**src/rtl/fsk_modem_pkg.sv**
```systemverilog
package fsk_modem_pkg;

  localparam int unsigned RATE_COUNT = 3;
  localparam int unsigned SEL_W      = RATE_COUNT;
  localparam int unsigned IDX_SLOTS  = 4;

  typedef logic [1:0] rate_idx_t;

  localparam rate_idx_t RATE_SLOW = 2'd0;

  // clamp a table slot onto a legal rate step
  function automatic int unsigned slot_to_step(input int unsigned slot);
    return (slot < RATE_COUNT) ? slot : RATE_COUNT - 1;
  endfunction

  function automatic int unsigned tone_at_rate(input int unsigned base_hz,
                                               input int unsigned step);
    return base_hz << step;
  endfunction

  function automatic int unsigned half_wave_ticks(input int unsigned tick_hz,
                                                  input int unsigned tone_hz);
    return tick_hz / (2 * tone_hz);
  endfunction

  function automatic int unsigned edge_threshold(input int unsigned tick_hz,
                                                 input int unsigned base_thr_hz,
                                                 input int unsigned step);
    return tick_hz / (base_thr_hz << step);
  endfunction

  function automatic int unsigned baud_divider(input int unsigned tick_hz,
                                               input int unsigned base_bps,
                                               input int unsigned oversample,
                                               input int unsigned step);
    return tick_hz / ((base_bps << step) * oversample);
  endfunction

endpackage

```
**src/rtl/fsk_rate_sel.sv**
```systemverilog
module fsk_rate_sel
  import fsk_modem_pkg::*;
(
  input  logic             clk,
  input  logic             rst_n,
  input  logic [SEL_W-1:0] speed_sel,
  output rate_idx_t        rate_idx
);

  logic      sel_valid;
  rate_idx_t sel_decoded;

  always_comb begin
    sel_valid   = 1'b0;
    sel_decoded = RATE_SLOW;
    for (int i = 0; i < RATE_COUNT; i++) begin
      if (speed_sel == SEL_W'(1 << i)) begin
        sel_valid   = 1'b1;
        sel_decoded = rate_idx_t'(i);
      end
    end
  end

  always_ff @(posedge clk or negedge rst_n) begin
    if (!rst_n)         rate_idx <= RATE_SLOW;
    else if (sel_valid) rate_idx <= sel_decoded;
  end

  // an invalid code must leave the rate where it was
  assert_rate_kept_R8: assert property (@(posedge clk) disable iff (!rst_n)
    !sel_valid |=> $stable(rate_idx));

  assert_rate_legal_R8: assert property (@(posedge clk) disable iff (!rst_n)
    sel_valid |=> (rate_idx < RATE_COUNT));

endmodule

```
**src/rtl/fsk_modulator.sv**
```systemverilog
module fsk_modulator
  import fsk_modem_pkg::*;
#(
  parameter int unsigned TICK_HZ      = 38400,
  parameter int unsigned BASE_ONE_HZ  = 2400,
  parameter int unsigned BASE_ZERO_HZ = 1200,
  parameter int unsigned HW_W         = 8
)(
  input  logic      clk,
  input  logic      rst_n,
  input  logic      tick,
  input  rate_idx_t rate_idx,
  input  logic      tx_bit,
  output logic      wave_out
);

  localparam logic [HW_W-1:0] RESET_LEN = HW_W'(half_wave_ticks(TICK_HZ, BASE_ONE_HZ));

  logic [HW_W-1:0] short_tbl [IDX_SLOTS];
  logic [HW_W-1:0] long_tbl  [IDX_SLOTS];

  for (genvar g = 0; g < IDX_SLOTS; g++) begin : g_len
    assign short_tbl[g] = HW_W'(half_wave_ticks(TICK_HZ,
                            tone_at_rate(BASE_ONE_HZ, slot_to_step(g))));
    assign long_tbl[g]  = HW_W'(half_wave_ticks(TICK_HZ,
                            tone_at_rate(BASE_ZERO_HZ, slot_to_step(g))));
  end

  logic [HW_W-1:0] half_cnt;
  logic [HW_W-1:0] wave_len;
  logic [HW_W-1:0] pick_len;
  logic            wave_expire;
  logic            go_high;

  assign wave_expire = tick && (half_cnt <= HW_W'(1));
  assign go_high     = wave_expire && !wave_out;
  assign pick_len    = tx_bit ? short_tbl[rate_idx] : long_tbl[rate_idx];

  always_ff @(posedge clk or negedge rst_n) begin
    if (!rst_n) begin
      wave_out <= 1'b1;
      wave_len <= RESET_LEN;
      half_cnt <= RESET_LEN;
    end else if (wave_expire) begin
      wave_out <= !wave_out;
      if (go_high) begin
        wave_len <= pick_len;
        half_cnt <= pick_len;
      end else begin
        half_cnt <= wave_len;
      end
    end else if (tick) begin
      half_cnt <= half_cnt - HW_W'(1);
    end
  end

  assert_flip_on_expire_R2: assert property (@(posedge clk) disable iff (!rst_n)
    wave_expire |=> (wave_out != $past(wave_out)));

  assert_new_half_loaded_R3: assert property (@(posedge clk) disable iff (!rst_n)
    go_high |=> (half_cnt == wave_len) && wave_out);

  assert_len_frozen_R4: assert property (@(posedge clk) disable iff (!rst_n)
    !go_high |=> $stable(wave_len));

  assert_hold_idle_R9: assert property (@(posedge clk) disable iff (!rst_n)
    !tick |=> $stable(wave_out) && $stable(half_cnt));

endmodule

```
**src/rtl/fsk_demodulator.sv**
```systemverilog
module fsk_demodulator
  import fsk_modem_pkg::*;
#(
  parameter int unsigned TICK_HZ     = 38400,
  parameter int unsigned BASE_THR_HZ = 1600,
  parameter int unsigned LONG_LIMIT  = 32,
  parameter int unsigned LEN_W       = 8
)(
  input  logic      clk,
  input  logic      rst_n,
  input  logic      tick,
  input  rate_idx_t rate_idx,
  input  logic      line_in,
  output logic      rx_bit
);

  localparam logic [LEN_W-1:0] LONG_LIM = LEN_W'(LONG_LIMIT);

  logic [LEN_W-1:0] thr_tbl [IDX_SLOTS];

  for (genvar g = 0; g < IDX_SLOTS; g++) begin : g_thr
    assign thr_tbl[g] = LEN_W'(edge_threshold(TICK_HZ, BASE_THR_HZ, slot_to_step(g)));
  end

  logic             line_prev;
  logic [LEN_W-1:0] gap_len;
  logic [LEN_W-1:0] gap_next;
  logic             rise_evt;
  logic             bit_decision;

  assign gap_next     = (gap_len == '1) ? gap_len : gap_len + LEN_W'(1);
  assign rise_evt     = tick && line_in && !line_prev;
  assign bit_decision = (gap_next < thr_tbl[rate_idx]) || (gap_next > LONG_LIM);

  always_ff @(posedge clk or negedge rst_n) begin
    if (!rst_n) begin
      line_prev <= 1'b0;
      gap_len   <= '0;
      rx_bit    <= 1'b1;
    end else if (tick) begin
      line_prev <= line_in;
      if (rise_evt) begin
        gap_len <= '0;
        rx_bit  <= bit_decision;
      end else begin
        gap_len <= gap_next;
      end
    end
  end

  assert_gap_restart_R5: assert property (@(posedge clk) disable iff (!rst_n)
    rise_evt |=> (gap_len == '0));

  assert_rx_on_edge_only_R6: assert property (@(posedge clk) disable iff (!rst_n)
    !rise_evt |=> $stable(rx_bit));

  assert_gap_idle_R9: assert property (@(posedge clk) disable iff (!rst_n)
    !tick |=> $stable(gap_len) && $stable(line_prev));

endmodule

```
**src/rtl/fsk_baud_gen.sv**
```systemverilog
module fsk_baud_gen
  import fsk_modem_pkg::*;
#(
  parameter int unsigned TICK_HZ    = 38400,
  parameter int unsigned BASE_BPS   = 300,
  parameter int unsigned OVERSAMPLE = 16,
  parameter int unsigned DIV_W      = 8
)(
  input  logic      clk,
  input  logic      rst_n,
  input  logic      tick,
  input  rate_idx_t rate_idx,
  output logic      baud_en
);

  logic [DIV_W-1:0] div_tbl [IDX_SLOTS];

  for (genvar g = 0; g < IDX_SLOTS; g++) begin : g_div
    assign div_tbl[g] = DIV_W'(baud_divider(TICK_HZ, BASE_BPS, OVERSAMPLE, slot_to_step(g)));
  end

  logic [DIV_W-1:0] div_cnt;
  logic             wrap;

  assign wrap = (div_cnt >= div_tbl[rate_idx] - DIV_W'(1));

  always_ff @(posedge clk or negedge rst_n) begin
    if (!rst_n) begin
      div_cnt <= '0;
      baud_en <= 1'b0;
    end else if (tick) begin
      baud_en <= wrap;
      div_cnt <= wrap ? '0 : div_cnt + DIV_W'(1);
    end else begin
      baud_en <= 1'b0;
    end
  end

  assert_pulse_from_tick_R7: assert property (@(posedge clk) disable iff (!rst_n)
    baud_en |-> $past(tick));

  assert_no_pulse_idle_R9: assert property (@(posedge clk) disable iff (!rst_n)
    !tick |=> !baud_en && $stable(div_cnt));

endmodule

```
**src/rtl/cassette_fsk_modem.sv**
```systemverilog
module cassette_fsk_modem
  import fsk_modem_pkg::*;
#(
  parameter int unsigned TICK_HZ      = 38400,
  parameter int unsigned BASE_BPS     = 300,
  parameter int unsigned BASE_ONE_HZ  = 2400,
  parameter int unsigned BASE_ZERO_HZ = 1200,
  parameter int unsigned BASE_THR_HZ  = 1600,
  parameter int unsigned LONG_LIMIT   = 32,
  parameter int unsigned OVERSAMPLE   = 16,
  parameter int unsigned HW_W         = 8,
  parameter int unsigned LEN_W        = 8,
  parameter int unsigned DIV_W        = 8
)(
  input  logic       clk,
  input  logic       rst_n,
  input  logic       sample_tick,
  input  logic [2:0] speed_sel,
  input  logic       uart_txd,
  input  logic       tape_in,
  output logic       tape_out,
  output logic       uart_rxd,
  output logic       uart_clk_en
);

  rate_idx_t rate_idx;

  fsk_rate_sel u_rate (
    .clk       (clk),
    .rst_n     (rst_n),
    .speed_sel (speed_sel),
    .rate_idx  (rate_idx)
  );

  fsk_modulator #(
    .TICK_HZ      (TICK_HZ),
    .BASE_ONE_HZ  (BASE_ONE_HZ),
    .BASE_ZERO_HZ (BASE_ZERO_HZ),
    .HW_W         (HW_W)
  ) u_mod (
    .clk      (clk),
    .rst_n    (rst_n),
    .tick     (sample_tick),
    .rate_idx (rate_idx),
    .tx_bit   (uart_txd),
    .wave_out (tape_out)
  );

  fsk_demodulator #(
    .TICK_HZ     (TICK_HZ),
    .BASE_THR_HZ (BASE_THR_HZ),
    .LONG_LIMIT  (LONG_LIMIT),
    .LEN_W       (LEN_W)
  ) u_demod (
    .clk      (clk),
    .rst_n    (rst_n),
    .tick     (sample_tick),
    .rate_idx (rate_idx),
    .line_in  (tape_in),
    .rx_bit   (uart_rxd)
  );

  fsk_baud_gen #(
    .TICK_HZ    (TICK_HZ),
    .BASE_BPS   (BASE_BPS),
    .OVERSAMPLE (OVERSAMPLE),
    .DIV_W      (DIV_W)
  ) u_baud (
    .clk      (clk),
    .rst_n    (rst_n),
    .tick     (sample_tick),
    .rate_idx (rate_idx),
    .baud_en  (uart_clk_en)
  );

  // out of reset the line idles high and the receiver reports a one
  assert_reset_idle_R1: assert property (@(posedge clk)
    !rst_n |=> (tape_out && uart_rxd && !uart_clk_en) || rst_n);

endmodule

```
**config.mk**
```make
export PLATFORM = sky130hd
export DESIGN_NAME = cassette_fsk_modem
export DESIGN_NICKNAME = d
export VERILOG_FILES = /design/src/rtl/fsk_modem_pkg.sv /design/src/rtl/fsk_rate_sel.sv /design/src/rtl/fsk_modulator.sv /design/src/rtl/fsk_demodulator.sv /design/src/rtl/fsk_baud_gen.sv /design/src/rtl/cassette_fsk_modem.sv
export SDC_FILE = /design/constraint.sdc
export NUM_CORES = 1
export LEC_CHECK = 0
export BUFFER_PORTS_ARGS = -buffer_cell sky130_fd_sc_hd__buf_2
export CORE_MARGIN = 2
export CORE_UTILIZATION = 58
export DETAILED_ROUTE_END_ITERATION = 8
export PLACE_DENSITY_LB_ADDON = 0.08
export SLEW_MARGIN = 20
export SYNTH_ARGS = -nofsm -noshare
export SYNTH_HDL_FRONTEND = slang
export SYNTH_SLANG_ARGS = --single-unit
```
**constraint.sdc**
```tcl
create_clock -name clk -period 2.8 [get_ports clk]
set_input_delay 0.28 -clock clk [delete_from_list [all_inputs] [get_ports clk]]
set_output_delay 0.28 -clock clk [all_outputs]
set_load 0.02 [all_outputs]
```
==> insert_results.sql <==
INSERT INTO impl_metrics (metric_group, metric, value, unit) VALUES
('clock_tree', 'cts-root-buf', 'sky130_fd_sc_hd__clkbuf_8', ''),
('sta', 'grt_setup_unrepaired', 'false', ''),
('logic_synthesis', 'synthesis_warning_total', '0', ''),
('logic_synthesis', 'ys_top_cells_by_count', 'sky130_fd_sc_hd__dfrtp_1, sky130_fd_sc_hd__nand2_1, sky130_fd_sc_hd__a21oi_1', ''),
('finish', 'fillers', '335', ''),
('flow_run', 'cap_violations', '0', ''),
('sta', 'hold_viol_final', '0', ''),
('die', 'io_pins', '11', ''),
('setup_path', 'worst-endpoint-arrival', '2.69', 'ns'),
('clock_tree', 'cts_made_buffers', '5', ''),
('logic_synthesis', 'synth-simple-area-share', '0.203', ''),
('routing', 'drtIter0Drc', '132', ''),
('grt', 'grt.total_usage', '0.240', ''),
('place', 'port_buffers', '10', ''),
('setup_path', 'critPathMaxFanout', '8', ''),
('clock_tree', 'post_cts_buffers', '0', ''),
('setup_path', 'worstSetupStartpointType', 'flip-flop', ''),
('place', 'routabilityCongestion', '0.871', ''),
('logic_synthesis', 'post_synth_main_area_contributors', 'sky130_fd_sc_hd__dfrtp_1, sky130_fd_sc_hd__ha_1, sky130_fd_sc_hd__a21oi_1, sky130_fd_sc_hd__dfstp_2, sky130_fd_sc_hd__nand2_1', ''),
('finish', 'nNetsFinal', '284', ''),
('clock_tree', 'cts.sinks', '38', ''),
('sta', 'period_share', '0.884', ''),
('setup_path', 'end_kind', 'flip-flop', ''),
('logic_synthesis', 'post-synth-top-area-cell', 'sky130_fd_sc_hd__dfrtp_1', ''),
('logic_synthesis', 'syn-mean-instance-area', '9.33', 'um^2'),
('logic_synthesis', 'synthDistinctLibCells', '58', ''),
('logic_synthesis', 'synth_adder_area_share', '0.0691', ''),
('die', 'num_rows', '23', ''),
('logic_synthesis', 'share_of_async_settable_or_async_resettable_flops_after_synthesis', '1.00', ''),
('routing', 'average_via_count_per_standard_cell', '5.89', ''),
('logic_synthesis', 'synthMuxAreaShare', '0.0223', ''),
('pwr', 'power-per-cell-area', '844', 'nW/um^2'),
('logic_synthesis', 'netlist_area', '2350', 'um^2'),
('routing', 'drt_drc_violations_left', '0', ''),
('grt', 'maximum_number_of_pins_on_one_net_before_global_route_repair', '39', ''),
('sta', 'timing_max_transition_violations_final', '0', ''),
('die', 'die-width', '67.7', 'um'),
('logic_synthesis', 'synth_edf_count', '0', ''),
('die', 'fp.coreArea', '3940', 'um^2'),
('die', 'floorplan.initialDensity', '0.597', ''),
('place', 'place_hpwl', '3.28', 'mm'),
('sta', 'timing.final.setup_violations', '0', ''),
('grt', 'antenna_found_initial', '0', ''),
('logic_synthesis', 'synth_xor_xnor_area_share', '0.0261', ''),
('sta', 'final.min_clock_period', '2.48', 'ns'),
('clock_tree', 'cts.repair.resized', '0', ''),
('clock_tree', 'cts_tree', 'yes', ''),
('sta', 'final.setup_skew', '0.00951', 'ns'),
('die', 'chipHeight', '67.7', 'um'),
('clock_tree', 'path_clk_slew', '0.08', 'ns'),
('routing', 'antenna_left', '0', ''),
('setup_path', 'required', '3.01', 'ns'),
('finish', 'syn2layout_area_growth', '9.15', '%'),
('pwr', 'power.total', '0.00217', 'W'),
('place', 'dp_cells', '306', ''),
('routing', 'final_wirelength', '4.68', 'mm'),
('pwr', 'vdd_drop_max', '0.588', 'mV'),
('logic_synthesis', 'synthesis.instances', '252', ''),
('status', 'status', 'finished, final reports clean', ''),
('logic_synthesis', 'postSynth.topFlopCell', 'sky130_fd_sc_hd__dfrtp_1', ''),
('logic_synthesis', 'synth-seq-area-share', '0.406', ''),
('logic_synthesis', 'synthMostInstantiatedCell', 'sky130_fd_sc_hd__dfrtp_1', ''),
('clock_tree', 'cts_hold_buf', '0', ''),
('grt', 'overall_overflow_remaining_after_global_route', '0', ''),
('clock_tree', 'htree_num_levels', '2', ''),
('clock_tree', 'ctsLongestPathBuffers', '2', ''),
('logic_synthesis', 'main_combinational_cell_family_by_area_after_synthesis', 'compound AO/OA/AOI/OAI gates', ''),
('sta', 'slew_headroom', '0.448', ''),
('clock_tree', 'clkLatencyLatePin', '0.30', 'ns'),
('routing', 'routed_wire_length_per_instance', '14.9', 'um'),
('pwr', 'power.static_leakage', '1.18', 'nW');
-- metrics by stage --
step / setup slack (ns) / hold slack, ns / cell area (um^2)
2_1_floorplan: 0.512 / -0.0156 / 2360
4_1_cts: 0.332 / 0.118 / 2570
5_1_grt: 0.158 / 0.164 / 2570
3_5_place_dp: 0.353 / 0.446 / 2420
3_3_place_gp: 0.419 / 0.431 / 2420
6_report: 0.325 / 0.0751 / 2570
-- layer usage --
layer	up-vias	routed length (um)	GRT usage
met3	8	123	0.0600
met1	880	2250	0.315
met5	-	0	0
li1	937	-	-
met4	0	58	0.0740
met2	26	2250	0.390
-- layout make-up --
class                   instances  area (um^2)  share of cell area
inverters                       8         30.0              0.0117
flip-flops and latches         38          956               0.372
multi-input cells             197         1300               0.508
clock buffers                   6         82.6              0.0322
well taps                      50         62.6              0.0244
clock inverters                 2         60.1              0.0234
repair buffers                 13         72.6              0.0283
-- sequential cells by signal, indices dropped and copies added (netlist names), 2 cells and up --
| signal | cells |
|---|---|
| u_baud.div_cnt | 8 |
| u_rate.rate_idx | 2 |
| u_mod.half_cnt | 8 |
| u_mod.wave_len | 8 |
| u_demod.gap_len | 8 |
-- worst max-delay path, stage by stage (launching register included) --
cell	delay, ns
sky130_fd_sc_hd__dfrtp_1	0.45
sky130_fd_sc_hd__ha_1	0.29
sky130_fd_sc_hd__and2_4	0.21
sky130_fd_sc_hd__nand3_4	0.12
sky130_fd_sc_hd__nand2_1	0.08
sky130_fd_sc_hd__xnor2_1	0.14
sky130_fd_sc_hd__ha_1	0.29
sky130_fd_sc_hd__a21o_1	0.19
sky130_fd_sc_hd__a221oi_2	0.27
sky130_fd_sc_hd__o31ai_1	0.10
sky130_fd_sc_hd__a311oi_1	0.26
-- cell usage in the layout, fill, tap and decap left out, types with 3 or more instances in the layout --
master                       n
sky130_fd_sc_hd__o21ai_0    12
sky130_fd_sc_hd__a21oi_1    26
sky130_fd_sc_hd__o31ai_1     5
sky130_fd_sc_hd__mux2i_1     3
sky130_fd_sc_hd__inv_1       8
sky130_fd_sc_hd__ha_1       13
sky130_fd_sc_hd__nor4_1      3
sky130_fd_sc_hd__conb_1      4
sky130_fd_sc_hd__nand2_1    27
sky130_fd_sc_hd__buf_4       3
sky130_fd_sc_hd__nor2b_1     5
sky130_fd_sc_hd__o2bb2ai_1   3
sky130_fd_sc_hd__clkbuf_8    6
sky130_fd_sc_hd__a211o_1     3
sky130_fd_sc_hd__nand3_1     9
sky130_fd_sc_hd__dfrtp_1    34
sky130_fd_sc_hd__dfstp_2     4
sky130_fd_sc_hd__a21o_1      4
sky130_fd_sc_hd__nor2_1     23
sky130_fd_sc_hd__buf_2      10
sky130_fd_sc_hd__nor3_1      4
sky130_fd_sc_hd__o21ai_1     3
sky130_fd_sc_hd__xnor2_1     5
-- final timing paths --
path	to	from	cells past startpoint	slack, ns
max	u_demod.rx_bit$_DFFE_PN1P_	u_demod.gap_len[0]$_DFFE_PN0P_	10	0.32
min	u_demod.gap_len[5]$_DFFE_PN0P_	rst_n	1	0.08
max reg2reg	u_demod.rx_bit$_DFFE_PN1P_	u_demod.gap_len[0]$_DFFE_PN0P_	10	0.32
min reg2reg	u_mod.wave_len[4]$_DFFE_PN0P_	u_mod.wave_len[4]$_DFFE_PN0P_	2	0.50
max in group asynchronous	u_mod.half_cnt[7]$_DFFE_PN0P_	rst_n	1	2.19
min in group clk	u_rate.rate_idx[0]$_DFFE_PN0P_	speed_sel[2]	2	0.22
-- report_power, final --
group          switching [W]  total (W)  internal, W  leakage [nW]
Combinational       0.000351   0.000644     0.000292         0.625
Clock               0.000198   0.000578     0.000380        0.0714
Sequential          0.000222   0.000947     0.000725         0.480
-- kinds of logic after synthesis --
logic type | after synthesis
simple gates | 91
flops | 38
xor+xnor | 7
compound gates | 77
buf+inv | 20
other cells | 1
fa+ha+maj | 13
mux | 5
(Power assumes the default switching activity.)
